### src/rtl/flagtest_pkg.sv
package flagtest_pkg;
  typedef enum logic [0:0] {
    OP_AND_TEST = 1'b0,
    OP_XOR_TEST = 1'b1
  } test_op_e;

  typedef struct packed {
    logic n;
    logic z;
    logic c;
    logic v;
  } flags_t;

  localparam flags_t FLAGS_CLEAR = '{n: 1'b0, z: 1'b0, c: 1'b0, v: 1'b0};
endpackage

### src/rtl/ftu_logic.sv
module ftu_logic
  import flagtest_pkg::*;
#(
  parameter int WIDTH = 32
) (
  input  test_op_e           op,
  input  logic [WIDTH-1:0]   a,
  input  logic [WIDTH-1:0]   b,
  output logic               n_out,
  output logic               z_out
);
  localparam int MSB = WIDTH - 1;

  logic [WIDTH-1:0] res;

  always_comb begin
    unique case (op)
      OP_AND_TEST: res = a & b;
      OP_XOR_TEST: res = a ^ b;
      default:     res = a & b;
    endcase
  end

  assign n_out = res[MSB];
  assign z_out = ~|res;

  // equal operands under the XOR-test always give zero
  always_comb begin
    if (op == OP_XOR_TEST && a == b)
      a_r3_equal_sets_z: assert (z_out === 1'b1 || $isunknown(a));
  end
endmodule

### src/rtl/ftu_carry_sel.sv
module ftu_carry_sel (
  input  logic shc_valid,
  input  logic shc,
  input  logic c_old,
  output logic c_next
);
  always_comb begin
    if (shc_valid) c_next = shc;
    else           c_next = c_old;
  end
endmodule

### src/rtl/ftu_flagreg.sv
module ftu_flagreg
  import flagtest_pkg::*;
(
  input  logic   clk,
  input  logic   rst,
  input  logic   upd_en,
  input  logic   n_next,
  input  logic   z_next,
  input  logic   c_next,
  output flags_t flags
);
  always_ff @(posedge clk) begin
    if (rst) begin
      flags <= FLAGS_CLEAR;
    end else if (upd_en) begin
      flags.n <= n_next;
      flags.z <= z_next;
      flags.c <= c_next;
    end
  end

  // reset clears all flags
  a_r1_reset_clears: assert property (@(posedge clk)
    rst |=> (flags == FLAGS_CLEAR));

  // no update strobe, all flags hold
  a_r6_hold_when_idle: assert property (@(posedge clk) disable iff (rst)
    !upd_en |=> $stable(flags));

  // overflow flag never moves outside reset
  a_r5_v_untouched: assert property (@(posedge clk) disable iff (rst)
    1'b1 |=> $stable(flags.v));
endmodule

### src/rtl/flagtest_unit.sv
module flagtest_unit
  import flagtest_pkg::*;
#(
  parameter int WIDTH = 32
) (
  input  logic             clk,
  input  logic             rst,
  input  logic             issue_i,
  input  logic             cond_pass_i,
  input  logic             op_sel_i,
  input  logic [WIDTH-1:0] opa_i,
  input  logic [WIDTH-1:0] opb_i,
  input  logic             shc_i,
  input  logic             shc_valid_i,
  output logic             flag_n_o,
  output logic             flag_z_o,
  output logic             flag_c_o,
  output logic             flag_v_o,
  output logic             rf_we_o
);
  localparam int MSB = WIDTH - 1;

  test_op_e op;
  logic     n_calc;
  logic     z_calc;
  logic     c_calc;
  logic     fire;
  flags_t   flags_q;

  assign op   = test_op_e'(op_sel_i);
  assign fire = issue_i & cond_pass_i;

  ftu_logic #(.WIDTH(WIDTH)) u_logic (
    .op    (op),
    .a     (opa_i),
    .b     (opb_i),
    .n_out (n_calc),
    .z_out (z_calc)
  );

  ftu_carry_sel u_carry (
    .shc_valid (shc_valid_i),
    .shc       (shc_i),
    .c_old     (flags_q.c),
    .c_next    (c_calc)
  );

  ftu_flagreg u_flags (
    .clk    (clk),
    .rst    (rst),
    .upd_en (fire),
    .n_next (n_calc),
    .z_next (z_calc),
    .c_next (c_calc),
    .flags  (flags_q)
  );

  assign flag_n_o = flags_q.n;
  assign flag_z_o = flags_q.z;
  assign flag_c_o = flags_q.c;
  assign flag_v_o = flags_q.v;
  assign rf_we_o  = 1'b0;

  // AND-test zero flag follows the masked operand
  a_r2_and_zero: assert property (@(posedge clk) disable iff (rst)
    (fire && !op_sel_i) |=> (flag_z_o == ($past(opa_i & opb_i) == '0)));

  // XOR-test negative flag is the sign difference
  a_r3_xor_sign: assert property (@(posedge clk) disable iff (rst)
    (fire && op_sel_i) |=> (flag_n_o == ($past(opa_i[MSB]) ^ $past(opb_i[MSB]))));

  // carry loads only from a valid shifter carry
  a_r4_carry_load: assert property (@(posedge clk) disable iff (rst)
    (fire && shc_valid_i) |=> (flag_c_o == $past(shc_i)));

  a_r4_carry_hold: assert property (@(posedge clk) disable iff (rst)
    (fire && !shc_valid_i) |=> $stable(flag_c_o));
endmodule

### config.mk
export PLATFORM = sky130hd
export DESIGN_NAME = flagtest_unit
export DESIGN_NICKNAME = d
export VERILOG_FILES = /design/src/rtl/flagtest_pkg.sv /design/src/rtl/ftu_logic.sv /design/src/rtl/ftu_carry_sel.sv /design/src/rtl/ftu_flagreg.sv /design/src/rtl/flagtest_unit.sv
export SDC_FILE = /design/constraint.sdc
export NUM_CORES = 1
export LEC_CHECK = 0
export ABC_CLOCK_PERIOD_IN_PS = 3300
export CAP_MARGIN = 15
export CORE_UTILIZATION = 31
export CTS_CLUSTER_DIAMETER = 80
export DETAILED_ROUTE_END_ITERATION = 6
export HOLD_SLACK_MARGIN = 0.06
export MAX_ROUTING_LAYER = met4
export PLACE_DENSITY = 0.94
export SLEW_MARGIN = 15
export SYNTH_ARGS = -nofsm -noshare
export SYNTH_HDL_FRONTEND = slang
export SYNTH_SLANG_ARGS = --single-unit
### constraint.sdc
create_clock -name clk -period 3.3 [get_ports clk]
set_input_delay 0.99 -clock clk [delete_from_list [all_inputs] [get_ports clk]]
set_output_delay 0.99 -clock clk [all_outputs]
set_load 0.02 [all_outputs]
==> results of run 1 <==
-- layer usage --
metal | up-vias | wire, um | global-route usage, %
li1 | 454 | - | -
met1 | 391 | 813 | 17.0
met2 | 50 | 1330 | 44.2
met3 | 0 | 165 | 4.55
met4 | 0 | 0 | 8.57
met5 | - | 0 | -
-- path summary, 6_finish.rpt --
check,from,end,depth (start not counted)
setup / recovery,opa_i[11],u_flags.flags[2],7
hold reg to reg,u_flags.flags[2],u_flags.flags[2],2
setup reg to reg,u_flags.flags[1],u_flags.flags[1],2
hold / removal,u_flags.flags[2],u_flags.flags[2],2
-- power by group through the flow --
| stage | sequential, W | clock [W] | combinational [W] |
|---|---|---|---|
| finish | 0.0000379 | 0.0000657 | 0.000149 |
| floorplan | 0.0000397 | 0 | 0.0000477 |
| global placement | 0.0000385 | 0 | 0.000141 |
| detailed placement | 0.0000385 | 0 | 0.000151 |
| global route | 0.0000379 | 0.0000743 | 0.000165 |
| CTS | 0.0000379 | 0.0000694 | 0.000151 |
-- synthesized netlist by cell type --
| library cell | n |
|---|---|
| a2111oi_1 | 1 |
| a22oi_1 | 1 |
| buf_4 | 2 |
| nor4b_2 | 2 |
| ha_1 | 32 |
| nor2_1 | 8 |
| conb_1 | 1 |
| nor4_2 | 1 |
| nand3b_1 | 1 |
| nand3_1 | 1 |
| nor4_1 | 10 |
| dfxtp_1 | 3 |
| nand4_1 | 4 |
| o21ai_1 | 1 |
| a21oi_1 | 1 |
| nor3_1 | 3 |
| nand2_1 | 2 |
| mux2i_1 | 2 |
-- stage by stage --
step           util, %  total power (W)  worst slack [ps]  area [um^2]  hold slack, ps
2_1_floorplan        -        0.0000874              1100          726             547
3_3_place_gp      66.7         0.000180               585         1480             473
3_5_place_dp      66.7         0.000189               493         1480             477
4_1_cts           67.9         0.000259               742         1500             488
5_1_grt           67.9         0.000278               669         1500             514
6_report          67.9         0.000252               754         1500             492
-- worst max-delay path, delay by kind of cell --
| family | cells | cell delay, ps |
|---|---|---|
| buffers and inverters | 1 | 410 |
| AOI/OAI and AO/OA | 2 | 560 |
| adders and majority gates | 1 | 300 |
| and+or+nand+nor | 3 | 460 |
-- logic make-up after synthesis --
| family | after synthesis | share of synthesized area [%] |
|---|---|---|
| adder cells (fa/ha/maj) | 32 | 55.5 |
| AND/OR/NAND/NOR | 32 | 27.0 |
| AO/OA/AOI/OAI | 4 | 3.81 |
| flip-flops | 3 | 8.32 |
| buffers and inverters | 2 | 2.08 |
| multiplexers | 2 | 2.77 |
| other | 1 | 0.519 |
-- layout make-up --
class | instances | area [um^2]
flip-flops and latches | 3 | 60.1
fillers | 170 | 709
multi-input cells | 72 | 651
repair buffers | 73 | 731
well taps | 28 | 35.0
clock buffers | 4 | 26.3
==> impl_metrics.json, run 1 <==
{
  "status": "finished, final reports clean",
  "antenna_cells": 0,
  "grt_max_degree": 8,
  "leakagePower_nw": 0.641,
  "yosysTopAreaCellShare_pct": 55.5,
  "hold_viol": 0,
  "grt_pass1_wl_um": 3860,
  "syn_to_final_growth_pct": 108,
  "ioPinCount": 76,
  "yosysWarnings": 0,
  "dieArea_um2": 2530,
  "clockBufferDepth": 2,
  "avgViaCountPerCell": 4.97,
  "initial_core_util_pct": 32.6,
  "post-route-period-util_pct": 77.2,
  "rsz0062_at_grt": "no",
  "reg_top3": "u_flags.flags x3",
  "layout_common_cells": "clkdlybuf4s50_1 (73), ha_1 (32), nor4_1 (10)",
  "remaining_drc_errors": 0,
  "core.rowCount": 17,
  "drtIter0Drc": 7,
  "fin_cells": 180,
  "p_int_w": 0.000184,
  "postRouteAntennaNets": 0,
  "ctsHoldBuffers": 0,
  "peakVddDrop_mv": 0.116,
  "maxSlewViolCount": 0,
  "place_inst": 176,
  "swShare_pct": 26.9,
  "largest_reg_flops": 3,
  "path_clk_slew_ps": 40,
  "core_region_area_um2": 2210,
  "htreeDepth": 1,
  "synthCells": 76,
  "crit_slowest_cell": "a2111oi_1",
  "cp-end-kind": "flop",
  "hold_class": "flop to flop",
  "switchingPower_w": 0.0000680,
  "drive_gt1_share_pct": 3.95,
  "nets": 256,
  "dp_hpwl_um": 2190,
  "gp_congestion": 0.668,
  "crit_chain": "clkdlybuf4s50_1 -> ha_1 -> nor4_2 -> nand4_1 -> a2111oi_1 -> o21ai_1 -> nand2_1",
  "gr-total-overflow": 0,
  "vias": 895,
  "clockRootBuffer": "clkbuf_4",
  "min_period_ps": 2550,
  "worstPathMaxFanout": 1,
  "chipWidth_um": 50.3,
  "cp.required_ps": 3480,
  "fin_skew_ps": 0,
  "ys_ff_latch": 3,
  "cts_tree": "yes",
  "grt_antenna_before_repair": 0,
  "syn_area_per_cell_um2": 9.50,
  "seqPwrFrac_pct": 15.0,
  "top_register": "u_flags.flags",
  "startpoint_type": "input pin",
  "clkPwrFrac_pct": 26.0,
  "grtUsageTotal_pct": 21.1,
  "final_common_cell": "clkdlybuf4s50_1",
  "cp_slowest_stage_delay_ps": 440,
  "ys_seq_area_share_pct": 8.32,
  "cts_resized": 0,
  "setup_viol": 0,
  "arrival_ps": 2730,
  "p_per_area_nw_per_um2": 168,
  "drtPass1Iterations": 2,
  "portBuffers": 73,
  "crit_type": "input pin to flop",
  "fin_setup_tns_ps": 0,
  "routed_wl_um": 2310,
  "synthTopCellsByArea": "ha_1 (55%), nor4_1 (8.7%), dfxtp_1 (8.3%)",
  "syn_area_um2": 722,
  "pwr-share-comb_pct": 58.9,
  "cts_buffers": 3,
  "clk_latency_ps": 230,
  "die_h_um": 50.3,
  "cts_sinks": 3,
  "yosys.area.top_type": "ha_1",
  "maxCapViolations": 0,
  "max_freq_mhz": 393,
  "first_global_vias": 994,
  "yosysUniqueCellTypes": 18,
  "rrSetupSlack_ps": 2690,
  "postCtsSetupBuffers": 0,
  "wl_per_cell_um": 12.9
}
(Power assumes the default switching activity.)
==> run 2: changes to the inputs <==
--- a/config.mk
+++ b/config.mk
@@ -5,14 +5,14 @@
 export SDC_FILE = /design/constraint.sdc
 export NUM_CORES = 1
 export LEC_CHECK = 0
-export ABC_CLOCK_PERIOD_IN_PS = 3300
+export ABC_CLOCK_PERIOD_IN_PS = 2100
 export CAP_MARGIN = 15
-export CORE_UTILIZATION = 31
+export CORE_UTILIZATION = 26
 export CTS_CLUSTER_DIAMETER = 80
 export DETAILED_ROUTE_END_ITERATION = 6
 export HOLD_SLACK_MARGIN = 0.06
 export MAX_ROUTING_LAYER = met4
-export PLACE_DENSITY = 0.94
+export PLACE_DENSITY = 0.84
 export SLEW_MARGIN = 15
 export SYNTH_ARGS = -nofsm -noshare
 export SYNTH_HDL_FRONTEND = slang
==> constraint.sdc (replaced) <==
create_clock -name clk -period 2.1 [get_ports clk]
set_input_delay 0.63 -clock clk [delete_from_list [all_inputs] [get_ports clk]]
set_output_delay 0.63 -clock clk [all_outputs]
set_load 0.02 [all_outputs]
==> impl_metrics.json, run 2 (synthesized netlist as in run 1, its figures left out) <==
{
  "multi_input_area_um2": 778,
  "path_delay_family": "compound AO/OA/AOI/OAI gates",
  "path_clk_slew_ps": 40,
  "p_total_w": 0.000432,
  "ioPinCount": 76,
  "gr-total-overflow": 0,
  "clkPwrFrac_pct": 23.5,
  "clk_latency_ps": 230,
  "timing.rr.end": "u_flags.flags[1]",
  "hold_depth": 2,
  "grt_max_degree": 5,
  "setup_viol": 0,
  "die_h_um": 54.7,
  "p_per_area_nw_per_um2": 256,
  "final_common_cell": "clkdlybuf4s50_1",
  "p_int_w": 0.000306,
  "grt_pass1_wl_um": 3590,
  "leakagePower_nw": 0.843,
  "largest_reg_flops": 3,
  "cts_sinks": 3,
  "syn_to_final_growth_pct": 134,
  "cts_tree": "yes",
  "peakVddDrop_mv": 0.159,
  "crit_chain": "clkdlybuf4s50_1 -> ha_1 -> nor3_4 -> nand4_1 -> a2111oi_2 -> o21ai_1 -> nand2_1",
  "swShare_pct": 29.3,
  "switchingPower_w": 0.000127,
  "maxSlewViolCount": 0,
  "routed_wl_um": 2610,
  "postRouteAntennaNets": 0,
  "first_global_vias": 993,
  "htreeDepth": 1,
  "hp-start": "u_flags.flags[2]",
  "pwr-share-comb_pct": 62.7,
  "r2r_cells": 2,
  "hold_viol": 0,
  "max_freq_mhz": 495,
  "utilization_pct": 66.4,
  "drive_gt1_share_pct": 13.0,
  "portBuffers": 73,
  "min_to": "u_flags.flags[2]",
  "cp_slowest_stage_delay_ps": 420,
  "gp_congestion": 0.688,
  "post_dp_cell_area_um2": 1490,
  "fillCellCount": 200,
  "cp.required_ps": 2280,
  "fin_skew_ps": 0,
  "remaining_drc_errors": 0,
  "timing.rr.start": "u_flags.flags[1]",
  "drtPass1Iterations": 4,
  "seq_area_um2": 60.1,
  "arrival_ps": 2190,
  "cp_num_buf_inv": 1,
  "wl_per_cell_um": 14.2,
  "antenna_cells": 0,
  "avgViaCountPerCell": 5.09,
  "cts_buffers": 3,
  "worstPathMaxFanout": 1,
  "core_region_area_um2": 2540,
  "rrSetupSlack_ps": 1490,
  "grt_antenna_before_repair": 0,
  "layout_common_cells": "clkdlybuf4s50_1 (50), ha_1 (27), dlymetal6s2s_1 (19)",
  "top_register": "u_flags.flags",
  "dp_hpwl_um": 2240,
  "initial_core_util_pct": 28.4,
  "cp-end-kind": "flop",
  "startpoint_type": "input pin",
  "status": "finished, final reports clean",
  "clockBufferDepth": 2,
  "postCtsSetupBuffers": 0,
  "drtIter0Drc": 1,
  "min_period_ps": 2020,
  "dieArea_um2": 2990,
  "crit_slowest_cell": "clkdlybuf4s50_1",
  "vias": 937,
  "chipWidth_um": 54.7,
  "reg_top3": "u_flags.flags x3",
  "core.rowCount": 18,
  "grtUsageTotal_pct": 17.4,
  "fin_area_um2": 1690,
  "clockRootBuffer": "clkbuf_4",
  "nets": 258,
  "hold_class": "flop to flop",
  "seqPwrFrac_pct": 13.8,
  "post-route-period-util_pct": 96.1,
  "maxCapViolations": 0,
  "crit_type": "input pin to flop"
}
run 2: changes by cell type in the layout (fill, tap and decap cells not counted), moves of 4 or more:
cell | before | now
clkdlybuf4s50_1 | 73 | 50
ha_1 | 32 | 27
dlymetal6s2s_1 | 0 | 19
ha_4 | 0 | 5
dlygate4sd2_1 | 0 | 4
nor4_2 | 1 | 5
nor4_1 | 10 | 5
run 2: worst reg2reg max path: stages (launching register included):
cell and delay [ps]:
dfxtp_1 300, mux2i_1 140, nor2_1 60
run 2: routing by layer:
metal	vias to the layer above	share of wire [%]	GRT usage, %	wire, um
met5	-	0	-	0
met4	0	1.1	8.55	29
met3	4	8.7	0.833	227
met2	55	58	35.5	1510
met1	419	32	15.7	845
li1	459	-	-	-
run 2: worst max path at each step:
stage	slack, ps	depth (start not counted)	endpoint	from
6_report	80	7	u_flags.flags[2]	opa_i[13]
3_5_place_dp	-340	7	u_flags.flags[2]	opa_i[5]
3_3_place_gp	-250	7	u_flags.flags[2]	opa_i[11]
4_1_cts	0.7	7	u_flags.flags[2]	opa_i[7]
5_1_grt	-5	7	u_flags.flags[2]	opa_i[31]
2_1_floorplan	260	6	u_flags.flags[2]	opa_i[5]
run 2: area by class of cell:
cell class | count | share of cell area [%]
repair buffers | 75 | 46.6
multi-input cells | 72 | 46.0
flip-flops and latches | 3 | 3.55
well taps | 30 | 2.22
clock buffers | 4 | 1.55
run 2: timing repair:
item                       CTS  global route
gates resized for setup      5            33
hold buffers                 0             0
setup endpoints to repair    1             1
pin swaps                    9            19
run 2: stage by stage:
stage          cells  setup TNS (ps)  setup slack (ps)  hold WS, ps
3_5_place_dp     180            -340              -340          492
5_1_grt          184           -5.33             -5.33          524
2_1_floorplan     77               0               257          547
3_3_place_gp     180            -255              -255          463
4_1_cts          184               0             0.658          499
6_report         184               0              81.2          495
run 2: power by group through the flow:
stage	Sequential, W	Combinational [W]	Clock [W]
2_1_floorplan	0.0000624	0.0000749	0
3_3_place_gp	0.0000604	0.000226	0
3_5_place_dp	0.0000605	0.000239	0
4_1_cts	0.0000595	0.000238	0.000110
5_1_grt	0.0000598	0.000299	0.000112
6_report	0.0000596	0.000271	0.000102
==> run 3: changes to the inputs <==
--- a/config.mk
+++ b/config.mk
@@ -7,8 +7,10 @@
 export LEC_CHECK = 0
 export ABC_CLOCK_PERIOD_IN_PS = 2100
 export CAP_MARGIN = 15
+export CORE_MARGIN = 10
 export CORE_UTILIZATION = 26
 export CTS_CLUSTER_DIAMETER = 80
+export CTS_CLUSTER_SIZE = 16
 export DETAILED_ROUTE_END_ITERATION = 6
 export HOLD_SLACK_MARGIN = 0.06
 export MAX_ROUTING_LAYER = met4
==> impl_metrics.json, run 3 (synthesized netlist as in run 1, its figures left out) <==
{
  "arrival_ps": 2170,
  "gp_congestion": 0.677,
  "cts_buffers": 3,
  "cp_num_buf_inv": 1,
  "core.rowCount": 19,
  "gr-total-overflow": 0,
  "first_global_vias": 1131,
  "portBuffers": 73,
  "nets": 258,
  "postRouteAntennaNets": 0,
  "crit_chain": "clkdlybuf4s50_1 -> ha_1 -> nor4_2 -> nand4_1 -> nor4_2 -> o21ai_1 -> nand2_1",
  "largest_reg_flops": 3,
  "drtPass1Iterations": 3,
  "grt_pass1_wl_um": 4750,
  "setup_viol": 0,
  "cp_common_cell": "nor4_2",
  "grtUsageTotal_pct": 11.2,
  "min_period_ps": 2000,
  "clk_latency_ps": 230,
  "final_common_cell": "clkdlybuf4s50_1",
  "p_per_area_nw_per_um2": 249,
  "status": "finished, final reports clean",
  "core_region_area_um2": 2710,
  "fin_setup_tns_ps": 0,
  "cp-end-kind": "flop",
  "cts_sinks": 3,
  "crit_slowest_cell": "clkdlybuf4s50_1",
  "fin_skew_ps": 0,
  "drtIter0Drc": 22,
  "cts_tree": "yes",
  "die_h_um": 72.7,
  "hold_viol": 0,
  "maxSlewViolCount": 0,
  "clockRootBuffer": "clkbuf_4",
  "grt_antenna_before_repair": 1,
  "dp_hpwl_um": 2960,
  "max_freq_mhz": 500,
  "path_delay_family": "simple AND/OR/NAND/NOR gates",
  "utilization_pct": 61.7,
  "postCtsSetupBuffers": 0,
  "maxCapViolations": 0,
  "post-route-period-util_pct": 95.2,
  "wl_per_cell_um": 17.9,
  "htreeDepth": 1,
  "peakVddDrop_mv": 0.194,
  "vias": 942,
  "drive_gt1_share_pct": 13.0,
  "remaining_drc_errors": 0,
  "clockBufferDepth": 2,
  "cp.required_ps": 2270,
  "chipWidth_um": 72.7,
  "met3_usage_pct": 2.86,
  "worstPathMaxFanout": 1,
  "dieArea_um2": 5280,
  "crit_type": "input pin to flop",
  "routed_wl_um": 3330,
  "layout_common_cells": "clkdlybuf4s50_1 (40), ha_1 (29), dlymetal6s2s_1 (22)",
  "gr-max-usage-layer": "met2",
  "met1_usage_pct": 9.46,
  "ioPinCount": 76,
  "avgViaCountPerCell": 5.06,
  "initial_core_util_pct": 26.6,
  "syn_to_final_growth_pct": 132,
  "hold_ws_ps": 484,
  "hold_class": "flop to flop",
  "leakagePower_nw": 0.879,
  "top_register": "u_flags.flags",
  "grt_util_met2_pct": 23.4,
  "reg_top3": "u_flags.flags x3",
  "path_clk_slew_ps": 30,
  "startpoint_type": "input pin",
  "grt_max_degree": 5,
  "cp_slowest_stage_delay_ps": 420
}
## run 3: path summary, 6_finish.rpt
check                                      start          endpoint  slack (ps)  depth (start not counted)
worst max-delay path                   opa_i[20]  u_flags.flags[2]         100                          7
worst min-delay path            u_flags.flags[2]  u_flags.flags[2]         480                          2
worst max register to register  u_flags.flags[1]  u_flags.flags[1]        1480                          2
worst min register to register  u_flags.flags[2]  u_flags.flags[2]         480                          2
## run 3: layout make-up
type	instances	area (um^2)
flip-flops and latches	3	60.1
diodes	1	2.50
multi-input cells	72	758
fillers	243	1040
repair buffers	75	787
well taps	31	38.8
clock buffers	4	26.3
## run 3: routing by layer
| layer | routed length (um) | share of wire [%] |
|---|---|---|
| met4 | 0 | 0 |
| met5 | 0 | 0 |
| met3 | 254 | 7.6 |
| met1 | 1120 | 34 |
| met2 | 1950 | 59 |
## run 3: repair_timing
item / in CTS / in global routing
resized for setup: 13 / 34
pin swaps: 12 / 23
endpoints found under the setup margin: 1 / 1
hold buffers: 0 / 0
## run 3: worst min-delay path, stage by stage (launching register included)
cell and delay [ps]:
dfxtp_1 310, nand3b_1 80, nand2_1 50
## run 3: metrics by stage
step	instance area (um^2)	setup slack, ps	cells	power, W
5_1_grt	1670	-60.1	186	0.000448
4_1_cts	1520	6.62	185	0.000396
6_report	1670	102	186	0.000417
3_3_place_gp	1500	-282	181	0.000284
2_1_floorplan	726	257	77	0.000137
3_5_place_dp	1500	-395	181	0.000299
## run 3: report_power, final
part           total (W)  switching (W)  leakage (nW)  internal (W)
Clock          0.0000972      0.0000262        0.0150     0.0000710
Sequential     0.0000598    0.000000851        0.0243     0.0000589
Combinational   0.000260      0.0000937         0.839      0.000167
Total           0.000417       0.000121         0.879      0.000296
